`config.mk`:
```
export PLATFORM = sky130hd
export DESIGN_NAME = sse_top
export DESIGN_NICKNAME = d
export VERILOG_FILES = /design/src/rtl/sse_pkg.sv /design/src/rtl/sse_sync.sv /design/src/rtl/sse_events.sv /design/src/rtl/sse_shifter.sv /design/src/rtl/sse_top.sv
export SDC_FILE = /design/constraint.sdc
export NUM_CORES = 1
export LEC_CHECK = 0
export BUFFER_PORTS_ARGS = -buffer_cell sky130_fd_sc_hd__buf_4
export CORE_ASPECT_RATIO = 0.8
export CORE_MARGIN = 2
export CORE_UTILIZATION = 48
export DETAILED_ROUTE_END_ITERATION = 16
export GPL_TIMING_DRIVEN = 0
export PLACE_DENSITY = 0.73
export SYNTH_ARGS = -nofsm -noshare
export SYNTH_HDL_FRONTEND = slang
export SYNTH_SLANG_ARGS = --single-unit
```
`constraint.sdc`:
```
create_clock -name clk -period 1.4 [get_ports clk]
set_input_delay 0.28 -clock clk [delete_from_list [all_inputs] [get_ports clk]]
set_output_delay 0.28 -clock clk [all_outputs]
set_load 0.01 [all_outputs]
```
`src/rtl/sse_pkg.sv`:
```
// Shared encodings for the serial shift engine: clock-source selection,
// register addresses and control/status bit positions (8-bit register word).
package sse_pkg;
    typedef enum logic [1:0] {
        CS_SOFT     = 2'b00,
        CS_TIMER    = 2'b01,
        CS_EXT_RISE = 2'b10,
        CS_EXT_FALL = 2'b11
    } clk_src_e;

    localparam logic [1:0] ADDR_CTRL = 2'd0;
    localparam logic [1:0] ADDR_STAT = 2'd1;
    localparam logic [1:0] ADDR_DATA = 2'd2;

    // control word bit positions
    localparam int CB_STROBE   = 0;
    localparam int CB_TOGGLE   = 1;
    localparam int CB_SRC_LO   = 2;
    localparam int CB_TWO_WIRE = 4;
    localparam int CB_OVF_IE   = 6;
    localparam int CB_START_IE = 7;

    // status word bit positions
    localparam int SB_STOP  = 5;
    localparam int SB_OVF   = 6;
    localparam int SB_START = 7;
endpackage

```
`src/rtl/sse_sync.sv`:
```
// Multi-stage synchronizer for asynchronous pin levels.
// Assumes each bit is an independent level; resets to zero.
module sse_sync #(
    parameter int WIDTH  = 2,
    parameter int STAGES = 2
) (
    input  logic             clk,
    input  logic             rst_n,
    input  logic [WIDTH-1:0] async_i,
    output logic [WIDTH-1:0] sync_o
);
    logic [WIDTH-1:0] stage_q [STAGES];

    genvar g;
    generate
        for (g = 0; g < STAGES; g++) begin : g_stage
            // shift the pin level one stage further into the clock domain
            always_ff @(posedge clk) begin
                if (!rst_n) stage_q[g] <= '0;
                else if (g == 0) stage_q[g] <= async_i;
                else stage_q[g] <= stage_q[(g == 0) ? 0 : g-1];
            end
        end
    endgenerate

    assign sync_o = stage_q[STAGES-1];
endmodule

```
`src/rtl/sse_events.sv`:
```
// Event generator: turns synchronized pin levels, the software strobe and the
// timer pulse into shift, count and latch-open qualifiers for the selected
// clock source, and detects two-wire start/stop conditions.
// Assumes pin inputs are already synchronized.
module sse_events
    import sse_pkg::*;
(
    input  logic     clk,
    input  logic     rst_n,
    input  logic     s_clk,
    input  logic     s_di,
    input  clk_src_e clk_src,
    input  logic     two_wire,
    input  logic     sw_strobe,
    input  logic     tmr_cmp,
    output logic     shift_evt,
    output logic     count_evt,
    output logic     latch_open,
    output logic     start_evt,
    output logic     stop_evt,
    output logic     di_prev_o
);
    logic clk_prev_q, di_prev_q;
    logic clk_rise, clk_fall;

    // remember previous synchronized levels for edge detection
    always_ff @(posedge clk) begin
        if (!rst_n) begin
            clk_prev_q <= 1'b0;
            di_prev_q  <= 1'b0;
        end else begin
            clk_prev_q <= s_clk;
            di_prev_q  <= s_di;
        end
    end

    assign clk_rise  = s_clk & ~clk_prev_q;
    assign clk_fall  = ~s_clk & clk_prev_q;
    assign di_prev_o = di_prev_q;

    // select shift/count/latch qualifiers for the active clock source
    always_comb begin
        unique case (clk_src)
            CS_SOFT: begin
                shift_evt  = sw_strobe;
                count_evt  = sw_strobe;
                latch_open = 1'b1;
            end
            CS_TIMER: begin
                shift_evt  = tmr_cmp;
                count_evt  = tmr_cmp;
                latch_open = 1'b1;
            end
            CS_EXT_RISE: begin
                shift_evt  = clk_rise;
                count_evt  = clk_rise | clk_fall;
                latch_open = ~s_clk;
            end
            default: begin
                shift_evt  = clk_fall;
                count_evt  = clk_rise | clk_fall;
                latch_open = s_clk;
            end
        endcase
    end

    // two-wire bus conditions: data moves while clock is high
    assign start_evt = two_wire & s_clk & di_prev_q & ~s_di;
    assign stop_evt  = two_wire & s_clk & ~di_prev_q & s_di;
endmodule

```
`src/rtl/sse_shifter.sv`:
```
// Data path: parallel-loadable shift register, MSB output latch and the
// wrapping edge counter. Host loads take priority over serial events.
// Assumes event inputs are single-cycle qualifiers.
module sse_shifter #(
    parameter int DATA_W = 8,
    parameter int CNT_W  = 4
) (
    input  logic              clk,
    input  logic              rst_n,
    input  logic              shift_evt,
    input  logic              count_evt,
    input  logic              latch_open,
    input  logic              ser_in,
    input  logic              data_we,
    input  logic [DATA_W-1:0] data_wdata,
    input  logic              cnt_we,
    input  logic [CNT_W-1:0]  cnt_wdata,
    output logic [DATA_W-1:0] shreg_o,
    output logic [CNT_W-1:0]  cnt_o,
    output logic              latch_o,
    output logic              ovf_evt
);
    localparam logic [CNT_W-1:0] CNT_MAX = '1;

    logic [DATA_W-1:0] shreg_q;
    logic [CNT_W-1:0]  cnt_q;
    logic              latch_q;

    // shift register: host load wins, otherwise shift MSB-first
    always_ff @(posedge clk) begin
        if (!rst_n) shreg_q <= '0;
        else if (data_we) shreg_q <= data_wdata;
        else if (shift_evt) shreg_q <= {shreg_q[DATA_W-2:0], ser_in};
    end

    // output latch: follows the MSB only while open
    always_ff @(posedge clk) begin
        if (!rst_n) latch_q <= 1'b0;
        else if (latch_open) latch_q <= shreg_q[DATA_W-1];
    end

    // edge counter: host load wins, otherwise wrap-increment
    always_ff @(posedge clk) begin
        if (!rst_n) cnt_q <= '0;
        else if (cnt_we) cnt_q <= cnt_wdata;
        else if (count_evt) cnt_q <= cnt_q + 1'b1;
    end

    assign ovf_evt = count_evt & ~cnt_we & (cnt_q == CNT_MAX);
    assign shreg_o = shreg_q;
    assign cnt_o   = cnt_q;
    assign latch_o = latch_q;
endmodule

```
`src/rtl/sse_top.sv`:
```
// Serial shift engine top: control register, flags, register port, pin
// drive and interrupts. Assumes an 8-bit register word (DATA_W = 8) and a
// counter no wider than the low nibble of the status word.
module sse_top
    import sse_pkg::*;
#(
    parameter int DATA_W      = 8,
    parameter int CNT_W       = 4,
    parameter int SYNC_STAGES = 2
) (
    input  logic              clk,
    input  logic              rst_n,
    input  logic              wr_en,
    input  logic [1:0]        wr_addr,
    input  logic [DATA_W-1:0] wr_data,
    input  logic [1:0]        rd_addr,
    output logic [DATA_W-1:0] rd_data,
    input  logic              di_i,
    input  logic              clk_pin_i,
    input  logic              tmr_cmp_i,
    output logic              do_o,
    output logic              sda_low_o,
    output logic              sck_o,
    output logic              clk_low_o,
    output logic              irq_start_o,
    output logic              irq_ovf_o,
    output logic              wake_o
);
    logic [DATA_W-1:0] ctrl_q;
    logic              start_q, stop_q, ovf_q, sck_q;
    logic              ctrl_we, stat_we, data_we;
    logic              sw_strobe, two_wire;
    clk_src_e          clk_src;
    logic [1:0]        pins_sync;
    logic              s_clk, s_di, di_prev;
    logic              shift_evt, count_evt, latch_open, start_evt, stop_evt;
    logic [DATA_W-1:0] shreg;
    logic [CNT_W-1:0]  cnt;
    logic              latch_q, ovf_evt;
    logic [DATA_W-1:0] stat_word;
    wire               unused_bits = wr_data[CB_SRC_LO+2] ^ wr_data[SB_START-3];

    assign ctrl_we   = wr_en & (wr_addr == ADDR_CTRL);
    assign stat_we   = wr_en & (wr_addr == ADDR_STAT);
    assign data_we   = wr_en & (wr_addr == ADDR_DATA);
    assign sw_strobe = ctrl_we & wr_data[CB_STROBE];
    assign two_wire  = ctrl_q[CB_TWO_WIRE];
    assign clk_src   = clk_src_e'(ctrl_q[CB_SRC_LO +: 2]);

    sse_sync #(.WIDTH(2), .STAGES(SYNC_STAGES)) u_sync (
        .clk(clk), .rst_n(rst_n),
        .async_i({clk_pin_i, di_i}), .sync_o(pins_sync)
    );
    assign {s_clk, s_di} = pins_sync;

    sse_events u_events (
        .clk(clk), .rst_n(rst_n), .s_clk(s_clk), .s_di(s_di),
        .clk_src(clk_src), .two_wire(two_wire), .sw_strobe(sw_strobe),
        .tmr_cmp(tmr_cmp_i), .shift_evt(shift_evt), .count_evt(count_evt),
        .latch_open(latch_open), .start_evt(start_evt), .stop_evt(stop_evt),
        .di_prev_o(di_prev)
    );

    sse_shifter #(.DATA_W(DATA_W), .CNT_W(CNT_W)) u_shift (
        .clk(clk), .rst_n(rst_n), .shift_evt(shift_evt), .count_evt(count_evt),
        .latch_open(latch_open), .ser_in(s_di), .data_we(data_we),
        .data_wdata(wr_data), .cnt_we(stat_we), .cnt_wdata(wr_data[CNT_W-1:0]),
        .shreg_o(shreg), .cnt_o(cnt), .latch_o(latch_q), .ovf_evt(ovf_evt)
    );

    // control register: strobe and toggle bits are actions, not storage
    always_ff @(posedge clk) begin
        if (!rst_n) ctrl_q <= '0;
        else if (ctrl_we) ctrl_q <= {wr_data[DATA_W-1:CB_SRC_LO], 2'b00};
    end

    // software clock level, toggled by control writes
    always_ff @(posedge clk) begin
        if (!rst_n) sck_q <= 1'b1;
        else if (ctrl_we && wr_data[CB_TOGGLE]) sck_q <= ~sck_q;
    end

    // flags: write-one-to-clear, a same-cycle set wins
    always_ff @(posedge clk) begin
        if (!rst_n) begin
            start_q <= 1'b0;
            stop_q  <= 1'b0;
            ovf_q   <= 1'b0;
        end else begin
            if (stat_we && wr_data[SB_START]) start_q <= 1'b0;
            if (stat_we && wr_data[SB_STOP])  stop_q  <= 1'b0;
            if (stat_we && wr_data[SB_OVF])   ovf_q   <= 1'b0;
            if (start_evt) start_q <= 1'b1;
            if (stop_evt)  stop_q  <= 1'b1;
            if (ovf_evt)   ovf_q   <= 1'b1;
        end
    end

    // assemble the status word from flags and counter
    always_comb begin
        stat_word           = '0;
        stat_word[SB_START] = start_q;
        stat_word[SB_OVF]   = ovf_q;
        stat_word[SB_STOP]  = stop_q;
        stat_word[CNT_W-1:0] = cnt;
    end

    // register read mux
    always_comb begin
        unique case (rd_addr)
            ADDR_CTRL: rd_data = ctrl_q;
            ADDR_STAT: rd_data = stat_word;
            ADDR_DATA: rd_data = shreg;
            default:   rd_data = '0;
        endcase
    end

    assign do_o        = ~two_wire & latch_q;
    assign sda_low_o   = two_wire & ~latch_q;
    assign sck_o       = sck_q;
    assign clk_low_o   = two_wire & (start_q | ovf_q | ~sck_q);
    assign irq_start_o = start_q & ctrl_q[CB_START_IE];
    assign irq_ovf_o   = ovf_q & ctrl_q[CB_OVF_IE];
    assign wake_o      = two_wire & ctrl_q[CB_START_IE] & clk_pin_i & ~di_i;
endmodule

```
* Yosys cells after proc, flatten, opt, wreduce, memory -nomap -nowiden
Memories as Yosys holds them, arrays and structs flattened.
Cells that the tools add are included.
** Word-level totals
- Bits in registers :: 25
- Memory bits (writable) :: 4
- Output and inout port bits :: 15
- Logic and storage cells :: 85
- Memories kept :: 1
** Cells by class
- $add $sub $neg :: 1
- Eq/ne operators :: 7
- Multiplexer cells :: 18
- Bitwise operators :: 35
- Reductions and logical operators :: 13
** Memories
- u_sync.stage_q :: depth 2, bits a word 2, rd ports 2, clocked after Yosys merged registers in 0, wr ports 2, line sse_sync.sv:12 : logic [WIDTH-1:0] stage_q [STAGES];
** Operators by type and width (count)
- 8-bit case mux with 3 select lines :: 1
- 1-bit bitwise AND :: 21
- 8-bit two-way mux :: 2
- 2-bit nonzero test :: 5
- 1-bit inverter :: 9
- 1-bit two-way mux :: 8
- 4-bit two-way mux :: 2
- 2-bit by 1-bit == test with 1-bit output (second input constant) :: 3
- 2-bit == test (second input constant) :: 3
- 2-bit zero test :: 3
- 1-bit bitwise OR :: 5
- 4-bit by 1-bit adder with 4-bit output (second input constant) :: 1
- 4-bit == test (second input constant) :: 1
- 1-bit logical AND :: 4
- 2-bit two-way mux :: 2
- 1-bit case mux with 2 select lines :: 2
- 1-bit case mux with 3 select lines :: 1
- 2-bit OR reduction :: 1

* Depth between registers and ports, before layout
An unclocked memory read counts as a cell.
- Depth in word-level cells :: 8
- Depth in mapped cells :: 7
- Mapped depth without buffers :: 6

* Modules after synthesis
From an unflattened synthesis, not the netlist that was laid out.
** Second synthesis, totals
- Cells, all modules :: 168
- Area, all modules :: 1507.7 um^2
** By module, submodules not included
- sse_top :: times used 1, cells each 73, area each 624.3 um^2
- sse_shifter :: times used 1, cells each 70, area each 621.8 um^2
- sse_events :: times used 1, cells each 17, area each 156.4 um^2
- sse_sync :: times used 1, cells each 8, area each 105.1 um^2

* Least setup slack after synthesis
OpenSTA, ideal clock, no wires.
- Path type :: reg2reg
- From :: mem u_sync.stage_q[1][1]
- To :: reg u_shift.cnt_q[0], in the netlist u_shift.cnt_o[0]
- Arrival :: 1.431 ns
- Path slack :: -0.093 ns
- Stages on the path, launching flop included :: 6
- Clock period less this slack :: 1.493 ns
- Path through :: dfxtp_1 > ha_1 > nor2b_1 > a211oi_4 > or4b_1 > nand3_1
** RTL lines
- start, declared :: line sse_sync.sv:12
- end signal, assigned :: line sse_shifter.sv:45 : else if (cnt_we) cnt_q <= cnt_wdata;
- end signal, assigned :: line sse_shifter.sv:46 : else if (count_evt) cnt_q <= cnt_q + 1'b1;
- end, declared :: line sse_shifter.sv:26 : logic [CNT_W-1:0] cnt_q;

* Final worst setup path
- From :: reg ctrl_q[3]
- To :: reg u_shift.cnt_q[3], in the netlist u_shift.cnt_o[3]
** On the way
- Word-level cells in the longest chain between the ends :: 3
** RTL lines
- start, declared :: line sse_top.sv:29 : logic [DATA_W-1:0] ctrl_q;
- start signal, assigned :: line sse_top.sv:74 : else if (ctrl_we) ctrl_q <= {wr_data[DATA_W-1:CB_SRC_LO], 2'b00};
- 2-bit by 1-bit == test with 1-bit output or 2-bit zero test (tied branches) :: line sse_events.sv:43 : unique case (clk_src)
- 1-bit case mux with 2 select lines * :: line sse_events.sv:43
- 2-bit nonzero test (no source line) *
Mark *: on every way between the ends. The rest lies on a longest branch, timed or not.
A chain may end at the register's enable or synchronous reset.

==> reports/results.md <==
Synth
- simple AND/OR/NAND/NOR gates — main combinational cell family by area after synthesis
- 0.2239 — post-synthesis share of cell area spent on and, or, nand and nor gates
- 0.3697 — sequential element share of the synthesized area
- 40 — count of distinct cell types in the synthesized netlist
- 0 — EDFF count, synth
- 0.005578 — XOR/XNOR Fraction of Synth Area
- 29 — synthesized flop and latch total
- 0.1920 — complex-gate fraction of the synthesized area
- 9.291 um2 — syn_area_per_cell
- sky130_fd_sc_hd__dfxtp_1 — flip-flop cell with the highest count after synthesis
- 190 — number of nets produced by synthesis
- 0.02390 — area share of fa/ha/maj cells after synthesis
- 0.001570 mm2 — Cell Area, Synth
- 0 — number of synthesis warnings
- 0 — FFs w/ async S/R, synth
- 169 — cells after synthesis
- 0.1418 — proportion of synthesized area in mux cells

Floorplanning
- 0.5052 — Starting Density
- 55.16 um — die extent in y
- 33 — top-level I/O count
- 67.95 um — die boundary width
- 0.003748 mm2 — floorplan die area
- 0.003108 mm2 — floorplan core area
- 18 — site row count

Final layout
- 0.6763 — final core utilization
- 257 — Post-Layout Cell Count
- 593.1 um2 — area taken by flip-flops and latches
- 0.3364 — share of cells above drive strength 1
- 33.86% — area added between synthesis and finish
- 0.002102 mm2 — final design instance area without fill
- 978.4 um2 — area used by multi-input combinational logic
- 0 — n_diodes
- 266 — number of inserted filler cells in the final layout
- 237 — Net count, final

Status
- negative setup slack — violated checks
- finished, violations left — run status

Setup path
- flip-flop — endpoint type of the worst setup path
- -0.11 ns — Worst R2R Setup Slack
- 1.62 ns — Worst Path Required
- buf_6, and3b_2, a211oi_4, mux2_4, nand3_2 — critical path, cell by cell
- 8 — biggest fanout along the worst timing path
- flip-flop — startpoint types
- u_shift.cnt_o[3]$_SDFFE_PN0P_ — FF-to-FF End
- 1.73 ns — signal arrival time at the worst endpoint
- compound AO/OA/AOI/OAI gates — Largest delay share family, worst path
- 5 — number of cells on the worst reg-to-reg path
- 0.38 ns — Slowest Stage Delay on Critical Path
- ctrl_q[3]$_SDFFE_PN0N_ — startpoint of the worst register-to-register path
- 1 — buffers and inverters on the worst path
- reg -> reg — Crit Path Category
- sky130_fd_sc_hd__a211oi_4 — slowest stage cell on the critical path

CTS
- 2 — total number of H-tree levels
- 29 — clock tree sinks
- 0 — hold buffer count at CTS
- 2 — maximum clock path buffer count
- 5 — total CTS buffers
- 0.06 ns — clock slew seen by the registers of the worst setup and hold paths
- yes — clock tree from TritonCTS
- sky130_fd_sc_hd__clkbuf_8 — Clock Root Buffer
- 0.28 ns — clock insertion delay at the later pin of the skew report

GRT
- 11 — largest net degree at the start of global routing
- 0.2468 — overall track demand over capacity in global routing
- 6.672 mm — wire length of the first global-routing pass
- 1405 — vias in the first global route
- 0 — initial antenna violation count
- 0 — total congestion overflow

Place
- 0.001889 mm2 — instance area at placement
- 240 — placed instance count
- 0.8385 — routability congestion estimate
- 2.823 mm — half-perimeter wire length of the detailed placement result
- -0.2969 ns — setup slack after placement
- 31 — Port Buffer Count

Timing
- 0 — total count of hold-check failures in the final report
- 0.4551 ns — slew at the pin with the worst max-slew slack
- 0 — number of slew-limit violations in the final report
- 0.6966 — headroom to the max-slew limit
- 1.505 ns — final worst path period need
- 0.005734 ns — skew final
- 1.075 — share of the clock period used by the worst path after layout
- -0.5880 ns — accumulated negative setup slack
- 13 — setup violation total in the final timing report
- yes — unrepaired setup endpoints after global routing
- 664.4 MHz — Max Fclk
- -0.1050 ns — setup slack after layout

Route
- 0 — remaining antenna violation count after routing
- 5.716 — average vias per placed instance
- 16.18 um — average routed wire per standard cell
- 4 — first drt pass iteration count
- 1469 — total via count after detailed routing
- 4.158 mm — overall routed net length
- 75 — First DRT Iteration DRCs
- 0 — post-route DRC violation count

Job
- 0 — MaxCap Viol Count

Power and ir drop
- 0.9263 nW — static leakage
- 0.0006558 V — Peak supply drop
- 900.4 mW/mm2 — Power Dens Cells

Min path
- clk_pin_i — hold path startpoint
- u_sync.stage_q[0][1]$_SDFF_PN0_ — endpoint with the worst hold slack
- in -> reg — worst hold path class
- 2 — Hold Crit Depth

## cell usage in the layout, fill, tap and decap left out, types with 2 or more instances in the layout
cell,n
sky130_fd_sc_hd__and4b_1,2
sky130_fd_sc_hd__clkbuf_1,4
sky130_fd_sc_hd__dfxtp_2,4
sky130_fd_sc_hd__o21ai_1,8
sky130_fd_sc_hd__nor2b_1,10
sky130_fd_sc_hd__clkbuf_8,5
sky130_fd_sc_hd__nand3_1,7
sky130_fd_sc_hd__dfxtp_4,2
sky130_fd_sc_hd__dfxtp_1,23
sky130_fd_sc_hd__ha_1,2
sky130_fd_sc_hd__inv_1,4
sky130_fd_sc_hd__nor2_1,3
sky130_fd_sc_hd__mux2i_1,20
sky130_fd_sc_hd__a21boi_0,4
sky130_fd_sc_hd__o311a_1,7
sky130_fd_sc_hd__nand4b_1,2
sky130_fd_sc_hd__buf_4,42
sky130_fd_sc_hd__nand3b_1,2
sky130_fd_sc_hd__buf_6,4
sky130_fd_sc_hd__o21ai_0,7
sky130_fd_sc_hd__a22o_1,2
sky130_fd_sc_hd__nand2_1,14
sky130_fd_sc_hd__clkinv_2,2
sky130_fd_sc_hd__a21oi_1,2
sky130_fd_sc_hd__and2_1,7
## worst max-delay path by stage
stage                                    end  cells past startpoint                           start  slack, ns
2_1_floorplan  u_shift.cnt_o[0]$_SDFFE_PN0P_                      5          ctrl_q[3]$_SDFFE_PN0N_      -0.02
3_3_place_gp                      rd_data[0]                      5                      rd_addr[0]      -0.30
3_5_place_dp                      rd_data[1]                      5                      rd_addr[0]      -0.30
4_1_cts        u_shift.cnt_o[3]$_SDFFE_PN0P_                      6  u_events.clk_prev_q$_SDFF_PN0_      -0.11
5_1_grt        u_shift.cnt_o[1]$_SDFFE_PN0P_                      5          ctrl_q[3]$_SDFFE_PN0N_      -0.16
6_report       u_shift.cnt_o[3]$_SDFFE_PN0P_                      5          ctrl_q[3]$_SDFFE_PN0N_      -0.11
## cell families (layout without fill, tap and decap cells)
logic type | Yosys count | count (layout)
multiplexers | 22 | 22
adder cells (fa/ha/maj) | 3 | 3
XOR/XNOR | 1 | 1
AND/OR/NAND/NOR | 58 | 58
buffers and inverters | 15 | 63
AO/OA/AOI/OAI | 41 | 41
flip-flops | 29 | 29
## flip-flops by register name, indices dropped and copies added (netlist names)
signal and flops:
ovf_q 1, ctrl_q 6, sck_o 1, start_q 1, u_shift.cnt_o 4, u_events.clk_prev_q 1, stop_q 1, u_shift.latch_o 1
u_sync.stage_q 4, u_events.di_prev_o 1, u_shift.shreg_o 8
## where the power goes
| group | leakage (nW) | internal [mW] | total [mW] | switching, mW |
|---|---|---|---|---|
| Clock | 0.0450 | 0.344 | 0.667 | 0.323 |
| Combinational | 0.641 | 0.167 | 0.321 | 0.154 |
| Sequential | 0.240 | 0.865 | 0.905 | 0.0402 |
## area by class of cell
cell class / count / area share
clock inverters: 2 / 0.004762
multi-input cells: 125 / 0.4655
clock buffers: 6 / 0.03452
flip-flops and latches: 29 / 0.2821
repair buffers: 40 / 0.1464
plain buffers: 10 / 0.03393
inverters: 5 / 0.008929
well taps: 40 / 0.02381
## synth_stat cells (3+ instances only)
master	number	area, um2
sky130_fd_sc_hd__nor2b_1	11	68.82
sky130_fd_sc_hd__o21ai_1	7	35.03
sky130_fd_sc_hd__a21oi_1	3	15.01
sky130_fd_sc_hd__inv_1	5	18.77
sky130_fd_sc_hd__mux2i_1	20	200.2
sky130_fd_sc_hd__nand3_1	8	40.04
sky130_fd_sc_hd__o311a_1	7	70.07
sky130_fd_sc_hd__dfxtp_1	29	580.6
sky130_fd_sc_hd__clkbuf_1	5	18.77
sky130_fd_sc_hd__ha_1	3	37.54
sky130_fd_sc_hd__o21ai_0	9	45.04
sky130_fd_sc_hd__and2_1	7	43.79
sky130_fd_sc_hd__nor2_1	3	11.26
sky130_fd_sc_hd__buf_2	3	15.01
sky130_fd_sc_hd__nand2_1	14	52.55
sky130_fd_sc_hd__a21boi_0	4	30.03
## metal layers
layer  global-route usage  up-vias  part of all wire
met3              0.05466        8             0.066
met5                    0        -                 0
li1                     -      712                 -
met4              0.08000        0             0.014
met2               0.4207       48              0.48
met1               0.3130      701              0.44
## metrics by stage
stage,hold WS (ns),total power [mW]
after floorplan,0.3960,1.086
after global placement,0.4174,1.191
after detailed placement,0.4250,1.202
after CTS,0.2181,1.886
after global routing,0.2260,1.976
final,0.2133,1.893
## repair_timing
item / in CTS / in global routing
pin swaps: 5 / 4
buffers inserted: 7 / 1
endpoints found under the hold margin: 0 / 0
cloned: 1 / 0
resized for setup: 17 / 9
endpoints found under the setup margin: 23 / 20
(Power assumes the default switching activity.)
